$ cat config.mk
export PLATFORM = sky130hd
export DESIGN_NAME = dafc_top
export DESIGN_NICKNAME = d
export VERILOG_FILES = /design/src/rtl/dafc_pkg.sv /design/src/rtl/dafc_classify.sv /design/src/rtl/dafc_counters.sv /design/src/rtl/dafc_top.sv
export SDC_FILE = /design/constraint.sdc
export NUM_CORES = 1
export LEC_CHECK = 0
export ABC_AREA = 1
export BUFFER_PORTS_ARGS = -buffer_cell sky130_fd_sc_hd__buf_2
export CAP_MARGIN = 20
export CORE_ASPECT_RATIO = 1.4
export CORE_MARGIN = 2
export CORE_UTILIZATION = 45
export DETAILED_ROUTE_END_ITERATION = 16
export GPL_TIMING_DRIVEN = 1
export PLACE_DENSITY = 0.79
export SETUP_SLACK_MARGIN = 0.2
export SLEW_MARGIN = 20
export SYNTH_ARGS = -nofsm -noshare
export SYNTH_HDL_FRONTEND = slang
export SYNTH_SLANG_ARGS = --single-unit
export TNS_END_PERCENT = 100
$ cat constraint.sdc
create_clock -name clk -period 3 [get_ports clk]
set_input_delay 0.9 -clock clk [delete_from_list [all_inputs] [get_ports clk]]
set_output_delay 0.9 -clock clk [all_outputs]
set_load 0.05 [all_outputs]
$ cat src/rtl/dafc_pkg.sv
package dafc_pkg;

    typedef enum logic [2:0] {
        FK_NONE     = 3'd0,
        FK_ALIGN    = 3'd1,
        FK_BAD_VA   = 3'd2,
        FK_MISS     = 3'd3,
        FK_MISS_PTE = 3'd4,
        FK_ACC_VIOL = 3'd5,
        FK_FAULT_ON = 3'd6
    } fault_kind_e;

    localparam int STATUS_W = 8;
    localparam int SB_WR    = 0;
    localparam int SB_ACV   = 1;
    localparam int SB_FONR  = 2;
    localparam int SB_FONW  = 3;
    localparam int SB_BADVA = 4;
    localparam int SB_MISS  = 5;

    typedef enum logic [1:0] {
        BUMP_NONE = 2'd0,
        BUMP_HIT  = 2'd1,
        BUMP_MISS = 2'd2,
        BUMP_VIOL = 2'd3
    } bump_e;

    typedef struct packed {
        fault_kind_e          kind;
        logic [STATUS_W-1:0]  status;
        bump_e                bump;
        logic                 dir_wr;
    } verdict_t;

    typedef enum logic {
        S_IDLE   = 1'b0,
        S_REPORT = 1'b1
    } rpt_state_e;

endpackage

$ cat src/rtl/dafc_classify.sv
module dafc_classify
    import dafc_pkg::*;
#(
    parameter int VA_W   = 16,
    parameter int SZ_W   = 4,
    parameter int MODE_W = 2
) (
    input  logic [VA_W-1:0]          vaddr,
    input  logic [SZ_W-1:0]          size_bytes,
    input  logic                     is_write,
    input  logic [MODE_W-1:0]        mode,
    input  logic                     va_ok,
    input  logic                     pte_miss_sel,
    input  logic                     tb_hit,
    input  logic [(1<<MODE_W)-1:0]   rd_en_mask,
    input  logic [(1<<MODE_W)-1:0]   wr_en_mask,
    input  logic                     fon_read,
    input  logic                     fon_write,
    output verdict_t                 verdict
);

    logic [VA_W-1:0] size_mask;
    logic            misaligned;
    logic            mode_rd_ok;
    logic            mode_wr_ok;

    assign size_mask  = VA_W'(size_bytes - SZ_W'(1));
    assign misaligned = |(vaddr & size_mask);
    assign mode_rd_ok = rd_en_mask[mode];
    assign mode_wr_ok = wr_en_mask[mode];

    always_comb begin
        verdict        = '0;
        verdict.kind   = FK_NONE;
        verdict.bump   = BUMP_NONE;
        verdict.dir_wr = is_write;

        if (misaligned) begin
            verdict.kind          = FK_ALIGN;
            verdict.status[SB_WR] = is_write;
        end else if (!va_ok) begin
            verdict.kind             = FK_BAD_VA;
            verdict.status[SB_WR]    = is_write;
            verdict.status[SB_ACV]   = 1'b1;
            verdict.status[SB_BADVA] = 1'b1;
            verdict.bump             = BUMP_VIOL;
        end else if (!tb_hit) begin
            verdict.kind            = pte_miss_sel ? FK_MISS_PTE : FK_MISS;
            verdict.status[SB_WR]   = is_write;
            verdict.status[SB_MISS] = 1'b1;
            verdict.bump            = BUMP_MISS;
        end else if (is_write) begin
            if (!mode_wr_ok) begin
                verdict.kind            = FK_ACC_VIOL;
                verdict.status[SB_WR]   = 1'b1;
                verdict.status[SB_ACV]  = 1'b1;
                verdict.status[SB_FONW] = fon_write;
                verdict.bump            = BUMP_VIOL;
            end else if (fon_write) begin
                verdict.kind            = FK_FAULT_ON;
                verdict.status[SB_WR]   = 1'b1;
                verdict.status[SB_FONW] = 1'b1;
                verdict.bump            = BUMP_VIOL;
            end else begin
                verdict.bump = BUMP_HIT;
            end
        end else begin
            if (!mode_rd_ok) begin
                verdict.kind            = FK_ACC_VIOL;
                verdict.status[SB_ACV]  = 1'b1;
                verdict.status[SB_FONR] = fon_read;
                verdict.bump            = BUMP_VIOL;
            end else if (fon_read) begin
                verdict.kind            = FK_FAULT_ON;
                verdict.status[SB_FONR] = 1'b1;
                verdict.bump            = BUMP_VIOL;
            end else begin
                verdict.bump = BUMP_HIT;
            end
        end
    end

endmodule

$ cat src/rtl/dafc_counters.sv
module dafc_counters
    import dafc_pkg::*;
#(
    parameter int CNT_W = 16
) (
    input  logic                  clk,
    input  logic                  rst_n,
    input  logic                  bump_en,
    input  logic                  dir_wr,
    input  bump_e                 bump,
    output logic [1:0][CNT_W-1:0] hit_cnt,
    output logic [1:0][CNT_W-1:0] miss_cnt,
    output logic [1:0][CNT_W-1:0] viol_cnt
);

    localparam int NDIR = 2;

    for (genvar d = 0; d < NDIR; d++) begin : g_dir
        logic             sel;
        logic [CNT_W-1:0] hit_q;
        logic [CNT_W-1:0] miss_q;
        logic [CNT_W-1:0] viol_q;

        assign sel = bump_en && (dir_wr == (d == 1));

        always_ff @(posedge clk or negedge rst_n) begin
            if (!rst_n) begin
                hit_q  <= '0;
                miss_q <= '0;
                viol_q <= '0;
            end else if (sel) begin
                unique case (bump)
                    BUMP_HIT:  hit_q  <= hit_q + CNT_W'(1);
                    BUMP_MISS: miss_q <= miss_q + CNT_W'(1);
                    BUMP_VIOL: viol_q <= viol_q + CNT_W'(1);
                    BUMP_NONE: ;
                    default:   ;
                endcase
            end
        end

        assign hit_cnt[d]  = hit_q;
        assign miss_cnt[d] = miss_q;
        assign viol_cnt[d] = viol_q;
    end

endmodule

$ cat src/rtl/dafc_top.sv
module dafc_top
    import dafc_pkg::*;
#(
    parameter int VA_W   = 16,
    parameter int SZ_W   = 4,
    parameter int MODE_W = 2,
    parameter int CNT_W  = 16
) (
    input  logic                     clk,
    input  logic                     rst_n,
    input  logic                     req_valid,
    input  logic [VA_W-1:0]          vaddr,
    input  logic [SZ_W-1:0]          size_bytes,
    input  logic                     is_write,
    input  logic [MODE_W-1:0]        mode,
    input  logic                     va_ok,
    input  logic                     pte_miss_sel,
    input  logic                     tb_hit,
    input  logic [(1<<MODE_W)-1:0]   rd_en_mask,
    input  logic [(1<<MODE_W)-1:0]   wr_en_mask,
    input  logic                     fon_read,
    input  logic                     fon_write,
    output logic                     out_valid,
    output logic                     fault,
    output logic [2:0]               fault_kind,
    output logic [7:0]               status,
    output logic [CNT_W-1:0]         rd_hit_cnt,
    output logic [CNT_W-1:0]         rd_miss_cnt,
    output logic [CNT_W-1:0]         rd_viol_cnt,
    output logic [CNT_W-1:0]         wr_hit_cnt,
    output logic [CNT_W-1:0]         wr_miss_cnt,
    output logic [CNT_W-1:0]         wr_viol_cnt
);

    localparam int DIR_RD = 0;
    localparam int DIR_WR = 1;

    verdict_t               verdict_d;
    verdict_t               verdict_q;
    rpt_state_e             state_q;
    rpt_state_e             state_d;
    logic [1:0][CNT_W-1:0]  hit_cnt;
    logic [1:0][CNT_W-1:0]  miss_cnt;
    logic [1:0][CNT_W-1:0]  viol_cnt;

    dafc_classify #(
        .VA_W   (VA_W),
        .SZ_W   (SZ_W),
        .MODE_W (MODE_W)
    ) u_classify (
        .vaddr        (vaddr),
        .size_bytes   (size_bytes),
        .is_write     (is_write),
        .mode         (mode),
        .va_ok        (va_ok),
        .pte_miss_sel (pte_miss_sel),
        .tb_hit       (tb_hit),
        .rd_en_mask   (rd_en_mask),
        .wr_en_mask   (wr_en_mask),
        .fon_read     (fon_read),
        .fon_write    (fon_write),
        .verdict      (verdict_d)
    );

    dafc_counters #(
        .CNT_W (CNT_W)
    ) u_counters (
        .clk      (clk),
        .rst_n    (rst_n),
        .bump_en  (req_valid),
        .dir_wr   (verdict_d.dir_wr),
        .bump     (verdict_d.bump),
        .hit_cnt  (hit_cnt),
        .miss_cnt (miss_cnt),
        .viol_cnt (viol_cnt)
    );

    // Next-state logic: TR_ACCEPT, TR_CHAIN, TR_DRAIN, TR_WAIT
    always_comb begin
        state_d = state_q;
        unique case (state_q)
            S_IDLE:   state_d = req_valid ? S_REPORT : S_IDLE;
            S_REPORT: state_d = req_valid ? S_REPORT : S_IDLE;
            default:  state_d = S_IDLE;
        endcase
    end

    always_ff @(posedge clk or negedge rst_n) begin
        if (!rst_n) begin
            state_q   <= S_IDLE;
            verdict_q <= '0;
        end else begin
            state_q <= state_d;
            if (req_valid) begin
                verdict_q <= verdict_d;
            end
        end
    end

    always_comb begin
        out_valid  = 1'b0;
        fault      = 1'b0;
        fault_kind = FK_NONE;
        status     = '0;
        unique case (state_q)
            S_IDLE: ;
            S_REPORT: begin
                out_valid  = 1'b1;
                fault      = (verdict_q.kind != FK_NONE);
                fault_kind = verdict_q.kind;
                status     = verdict_q.status;
            end
            default: ;
        endcase
    end

    assign rd_hit_cnt  = hit_cnt[DIR_RD];
    assign rd_miss_cnt = miss_cnt[DIR_RD];
    assign rd_viol_cnt = viol_cnt[DIR_RD];
    assign wr_hit_cnt  = hit_cnt[DIR_WR];
    assign wr_miss_cnt = miss_cnt[DIR_WR];
    assign wr_viol_cnt = viol_cnt[DIR_WR];

endmodule

Word-level counts from Yosys, hierarchy flattened --
Index checks and enable logic that the tools add are counted.
Word-level totals: flip-flop bits (word level) 106, bits in latches 0, bits in writable memories 0, ROM bits 0, input port bits 39, output and inout bits 109, word-level logic and storage cells 75, memories kept 0
Cells by class: add/subtract/negate cells 7, $mul 0, divide/modulo/power cells 0, magnitude comparators 1, eq/ne operators 3, shift-type cells 0, multiplexer cells 43, bitwise gates (word level) 2, reduce and logical (&&, ||, !) cells 10
Operators with widths (number):
- adder 16 x 1 -> 16 bit, second input constant | 6
- 2-to-1 mux 3 bit | 13
- 2-to-1 mux 1 bit | 19
- AND 16 bit | 1
- OR reduction 16 bit | 1
- 2-to-1 mux 2 bit | 6
- AND reduction 2 bit | 6
- 2-to-1 mux 6 bit | 1
- 2-to-1 mux 5 bit | 1
- subtractor 4 x 1 -> 5 bit, second input constant | 1
- binary-select mux 1 bit (select 2 bit) | 2
- equality test 2 bit, second input constant | 2
- 2-to-1 mux 4 bit | 1
- less-than comparator 2 x 3 -> 1 bit, second input constant | 1
- nonzero test 3 bit | 1
- equality test 2 x 1 -> 1 bit, second input constant | 1
- logical AND 1 bit | 2
- inverter 1 bit | 1

Depth between registers and ports, before layout --
depth in word-level cells 9, gate-level depth with buffers 14, depth with buffers taken out 14

Hierarchy --
A second synthesis with hierarchy kept.
Second synthesis, totals: cell total of the unflattened synthesis 758, area, all modules 5970.7 um^2
Modules (own cells, without submodules):
- dafc_counters | instances 1, cells each 587, area an instance 4931.0 um^2, sequential area each 2402.3 um^2
- dafc_top | instances 1, cells each 71, area an instance 580.6 um^2, sequential area each 300.3 um^2
- dafc_classify | instances 1, cells each 100, area an instance 459.2 um^2, sequential area each 0.0 um^2

Worst setup path before layout --
Ideal clock, no wire load.
path kind register to output, start point reg state_q, end point out fault, data arrival time 1405 ps, slack 695 ps, cell stages (with the launch flop) 4, buffers on the path 1, path through dfrtp_1 -> clkbuf_1 -> nand2_1 -> nand3_1
On the way: longest elaborated chain between the ends 1
RTL lines:
- start: declaration | line dafc_top.sv:40 | rpt_state_e state_q;
- start signal: assignment | line dafc_top.sv:93 | state_q <= state_d;
- 2-to-1 mux 1 bit | line dafc_top.sv:105 | unique case (state_q)
- end: declaration | line dafc_top.sv:24 | output logic fault,
Every way passes these cells.

Worst setup path in the final report --
start point in size_bytes[0], end point reg u_counters.g_dir[1].hit_q[1]
On the way: longest elaborated chain between the ends 6
RTL lines:
- start: declaration | line dafc_top.sv:13 | input logic [SZ_W-1:0] size_bytes,
- subtractor 4 x 1 -> 5 bit | line dafc_classify.sv:27 | assign size_mask = VA_W'(size_bytes - SZ_W'(1));
- AND 16 bit | line dafc_classify.sv:28 | assign misaligned = |(vaddr & size_mask);
- OR reduction 16 bit | line dafc_classify.sv:28
- 2-to-1 mux 2 bit | line dafc_classify.sv:38 | if (misaligned) begin
- equality test 2 x 1 -> 1 bit | line dafc_counters.sv:32 | unique case (bump)
- AND reduction 2 bit (no line)
- end signal: assignment | line dafc_counters.sv:33 | BUMP_HIT: hit_q <= hit_q + CNT_W'(1);
- end: declaration | line dafc_counters.sv:20 | logic [CNT_W-1:0] hit_q;
Every way passes these cells. A chain may end at the register's enable or synchronous reset.

==> results by stage <==
STA:
- The highest achievable clock rate is 445 MHz.
- The shortest period the worst path allows is 2.25 ns.
- Setup violations remaining at the end of the flow were counted as 0.
- The accumulated negative setup slack is 0 ns.
- The number of slew-limit violations in the final report was 0.
- The hold violation total from the final report is 0.
- Setup repair after global routing left no endpoint under its margin.
- The final setup skew is 0.00856 ns.
- Dividing the final minimum period by the clock period gives 74.9%.

Setup path:
- The endpoint type of the worst setup path is a flop.
- STA classifies the critical path startpoint as a primary input.
- STA puts the critical path data required time at 3.23 ns.
- Among all stages on the critical path, the largest delay is contributed by nand4_2.
- The critical path is of the primary input to flop type.
- Traced cell by cell, the critical path runs through buf_2 > inv_2 > ha_1 > inv_1 > nand2_1 > nand2_1 > inv_2 > nand2_1 > inv_2 > nand2_1 > nor2_4 > nand4_2 > nand2_1 > nand2_1.
- The most frequent cell on the critical path is nand2_1.
- The worst path buffer plus inverter count is 5.
- At the worst endpoint, the arrival time is 2.47 ns.
- In this design, the stage delay of the slowest critical-path cell is 0.37 ns.
- The cell family contributing the most delay on the critical path is simple AND/OR/NAND/NOR gates.
- The critical-path maximum fanout is 16.

Placement:
- The port buffer count is 145.
- After detailed placement, the design holds a cell count of 1234.
- Summed over all nets, the half-perimeter wirelength after detailed placement is 11.6 mm.
- The final estimated routing congestion in global placement is 0.905.

Cells and area:
- The post-layout instance count excluding filler cells is 1248.
- Summing all multi-input logic gate instances after layout gives 3430 um2.
- 0 antenna diodes ended up in the layout.
- After the last flow step, the layout net total stands at 1102.
- Relative to the synthesized area, the layout overhead comes to 18.3%.
- In the final layout, flip-flops and latches occupy 2650 um2.
- In the final layout, the share of cells above drive strength 1 is 18.2%.
- After filler insertion, the fill cell instance count of the layout stands at 1450.

Synthesis:
- The number of synthesized flops with an enable pin is 0.
- Ranked by total cell area, the synthesized netlist is headed by dfrtp_1 40%, nand2_1 17%, xor2_1 6.4%.
- The average cell area after synthesis is 7.25 um2.
- The number of storage elements in the synthesis netlist is 106.
- The primary flip-flop cell chosen by synthesis mapping is dfrtp_1.
- The number of different library cells used by synthesis comes to 33.
- For this run, asynchronously set or reset flops after synthesis account for 100%.
- The sequential share of the synthesized area is 40.1%.
- The dominant cell by count in the synthesized netlist is nand2_1.
- The share of the synthesized area in the top cell type is 40.1%.
- The synthesized area is 6620 um2.
- The largest area contributor in the synthesized netlist is dfrtp_1.
- The number of synthesis warnings is 0.
- The instance count of the mapped netlist is 913.
- The commonest cells after synthesis are 302 x nand2_1, 106 x dfrtp_1, 98 x inv_1.

Global route:
- The via count of the first global-routing pass is 6031.
- The maximum number of pins on one net before global-route repair is 57.
- For this run, the total global-route usage over all layers was measured as 20.5%.
- The initial antenna violation count is 0.
- Summed over all layers, the global routing overflow is 0.
- The global-route wire length before repair is 26.9 mm.

Clock network:
- The clock reaches the later pin of the worst-skew pair after 0.34 ns.
- Buffers inserted to repair hold after CTS numbered 0.
- For this design, the sink count on the clock tree is 106.
- After clock tree synthesis, the clock-pin slew on the worst setup and hold paths is 0.07 ns.
- The number of buffers added for setup after CTS is 0.
- The clock passes through at most 2 buffers.
- Buffers inserted during clock tree synthesis total 9.
- The H-tree generated during clock tree synthesis spans 3 levels.
- The CTS tree is yes.
- The count of cells resized by post-cts repair is 0.
- The cell sitting at the root of the clock tree is a clkbuf_16.

Floorplanning:
- The initialized floorplan defines 52 standard-cell rows.
- The chip height is 148 um.
- The starting density of the core is 45.8%.
- The die is 107 um wide.
- The number of placed I/O pins is 148.
- In this run the standard cell core region covers 14400 um2.
- The die covers 15700 um2.

Worst hold path:
- The worst hold path belongs to the class primary input to asynchronous set/reset pin.

Drt:
- The total wirelength of the detailed-routed design is 15.4 mm.
- Using the TritonRoute via totals, the vias-per-cell ratio works out to 5.02.
- The final route contains 6270 vias.
- In the routed design, unresolved DRC markers number 0.
- Dividing the detail-routed wire length by the instance count gives 12.4 um.
- After the first detailed-routing iteration, the DRC count stood at 271.
- The number of nets with antenna violations after routing is 0.
- The number of iterations in the first detailed-routing pass is 4.

Power:
- The analysis attributes to cell leakage a power of 4.07 nW.
- For this design the ratio of total power to cell area is 457 nW/um2.
- The overall power of the completed layout is 3.58 mW.
- VDD sags by at most 331 uV.

Outcome:
- The flow ran to the end, and the final reports show no timing, DRC or antenna violations.

Job:
- The number of violations of the max-capacitance limit is 0.
==> stage by stage <==
step                      setup WS (ns)  utilization [%]  instance area (um2)  hold slack (ns)
final                             0.753             54.2                 7830            0.469
after floorplan                   0.695                -                 6620            0.449
after global routing              0.549             54.2                 7830            0.492
after global placement            0.433             52.4                 7560            0.468
after detailed placement          0.396             52.4                 7560            0.476
after CTS                         0.746             54.2                 7830            0.482
==> cell type report <==
type / instances / share of cell area, %
clock buffers: 10 / 3.05
clock inverters: 4 / 0.383
inverters: 105 / 5.03
multi-input cells: 674 / 43.8
flip-flops and latches: 106 / 33.9
well taps: 189 / 3.02
repair buffers: 160 / 10.9
==> where the power goes <==
group	total (mW)	switching (mW)	internal (mW)
Combinational	0.834	0.615	0.220
Sequential	1.65	0.131	1.52
Clock	1.10	0.520	0.577
==> placed cells by master (no fill, tap or decap), drive strengths merged <==
| cell type | count |
|---|---|
| nand2 | 305 |
| buf | 160 |
| dfrtp | 106 |
| inv | 104 |
| nand3 | 86 |
| nor2 | 72 |
| xor2 | 48 |
| nand4 | 48 |
| o21ai | 37 |
| nor3 | 30 |
| xnor2 | 29 |
| clkbuf | 10 |
| ha | 7 |
| nand3b | 4 |
| clkinvlp | 4 |
| nor3b | 2 |
| conb | 2 |
| and2 | 2 |
| a21oi | 1 |
| a21boi | 1 |
| clkinv | 1 |
==> metal layers <==
| layer | vias to the layer above | global-route usage [%] | share of wire, % |
|---|---|---|---|
| met1 | 2917 | 23.9 | 40 |
| li1 | 3190 | - | - |
| met5 | - | 0 | 0 |
| met4 | 0 | 8.25 | 2.5 |
| met2 | 133 | 37.3 | 53 |
| met3 | 30 | 3.31 | 4.0 |
==> path summary, 6_finish.rpt <==
check | startpoint | endpoint | slack, ns | cells after the start
min in group clk | verdict_q[4] | verdict_q[4] | 0.49 | 2
worst max-delay path | size_bytes[0] | u_counters.g_dir[1].hit_q[1] | 0.75 | 14
max in group asynchronous | rst_n | u_counters.g_dir[0].hit_q[3] | 1.87 | 2
worst max register to register | u_counters.g_dir[1].miss_q[0] | u_counters.g_dir[1].miss_q[14] | 1.34 | 7
worst min register to register | verdict_q[4] | verdict_q[4] | 0.49 | 2
worst min-delay path | rst_n | u_counters.g_dir[1].miss_q[5] | 0.47 | 1
==> worst register-to-register path: cells and delay by family, from the launching register on <==
family                   cells  cell delay, ns
AND/OR/NAND/NOR              3            0.61
flip-flops                   1            0.44
AO/OA/AOI/OAI                1            0.08
XOR/XNOR                     1            0.16
adder cells (fa/ha/maj)      1            0.22
buffers and inverters        1            0.05
==> flip-flops by register name, summed over array words and instances (netlist names) <==
| name | cells |
|---|---|
| state_q | 1 |
| u_counters.g_dir.viol_q | 32 |
| u_counters.g_dir.hit_q | 32 |
| u_counters.g_dir.miss_q | 32 |
| verdict_q | 9 |
==> cells by family after synthesis <==
family | Yosys count | synth area share (%)
xor+xnor | 77 | 10.2
compound gates | 39 | 2.99
fa+ha+maj | 7 | 1.32
other cells | 1 | 0.0566
simple gates | 549 | 37.2
flops | 106 | 40.1
buf+inv | 134 | 8.22
Note: power is estimated with default switching activity, not from simulation.
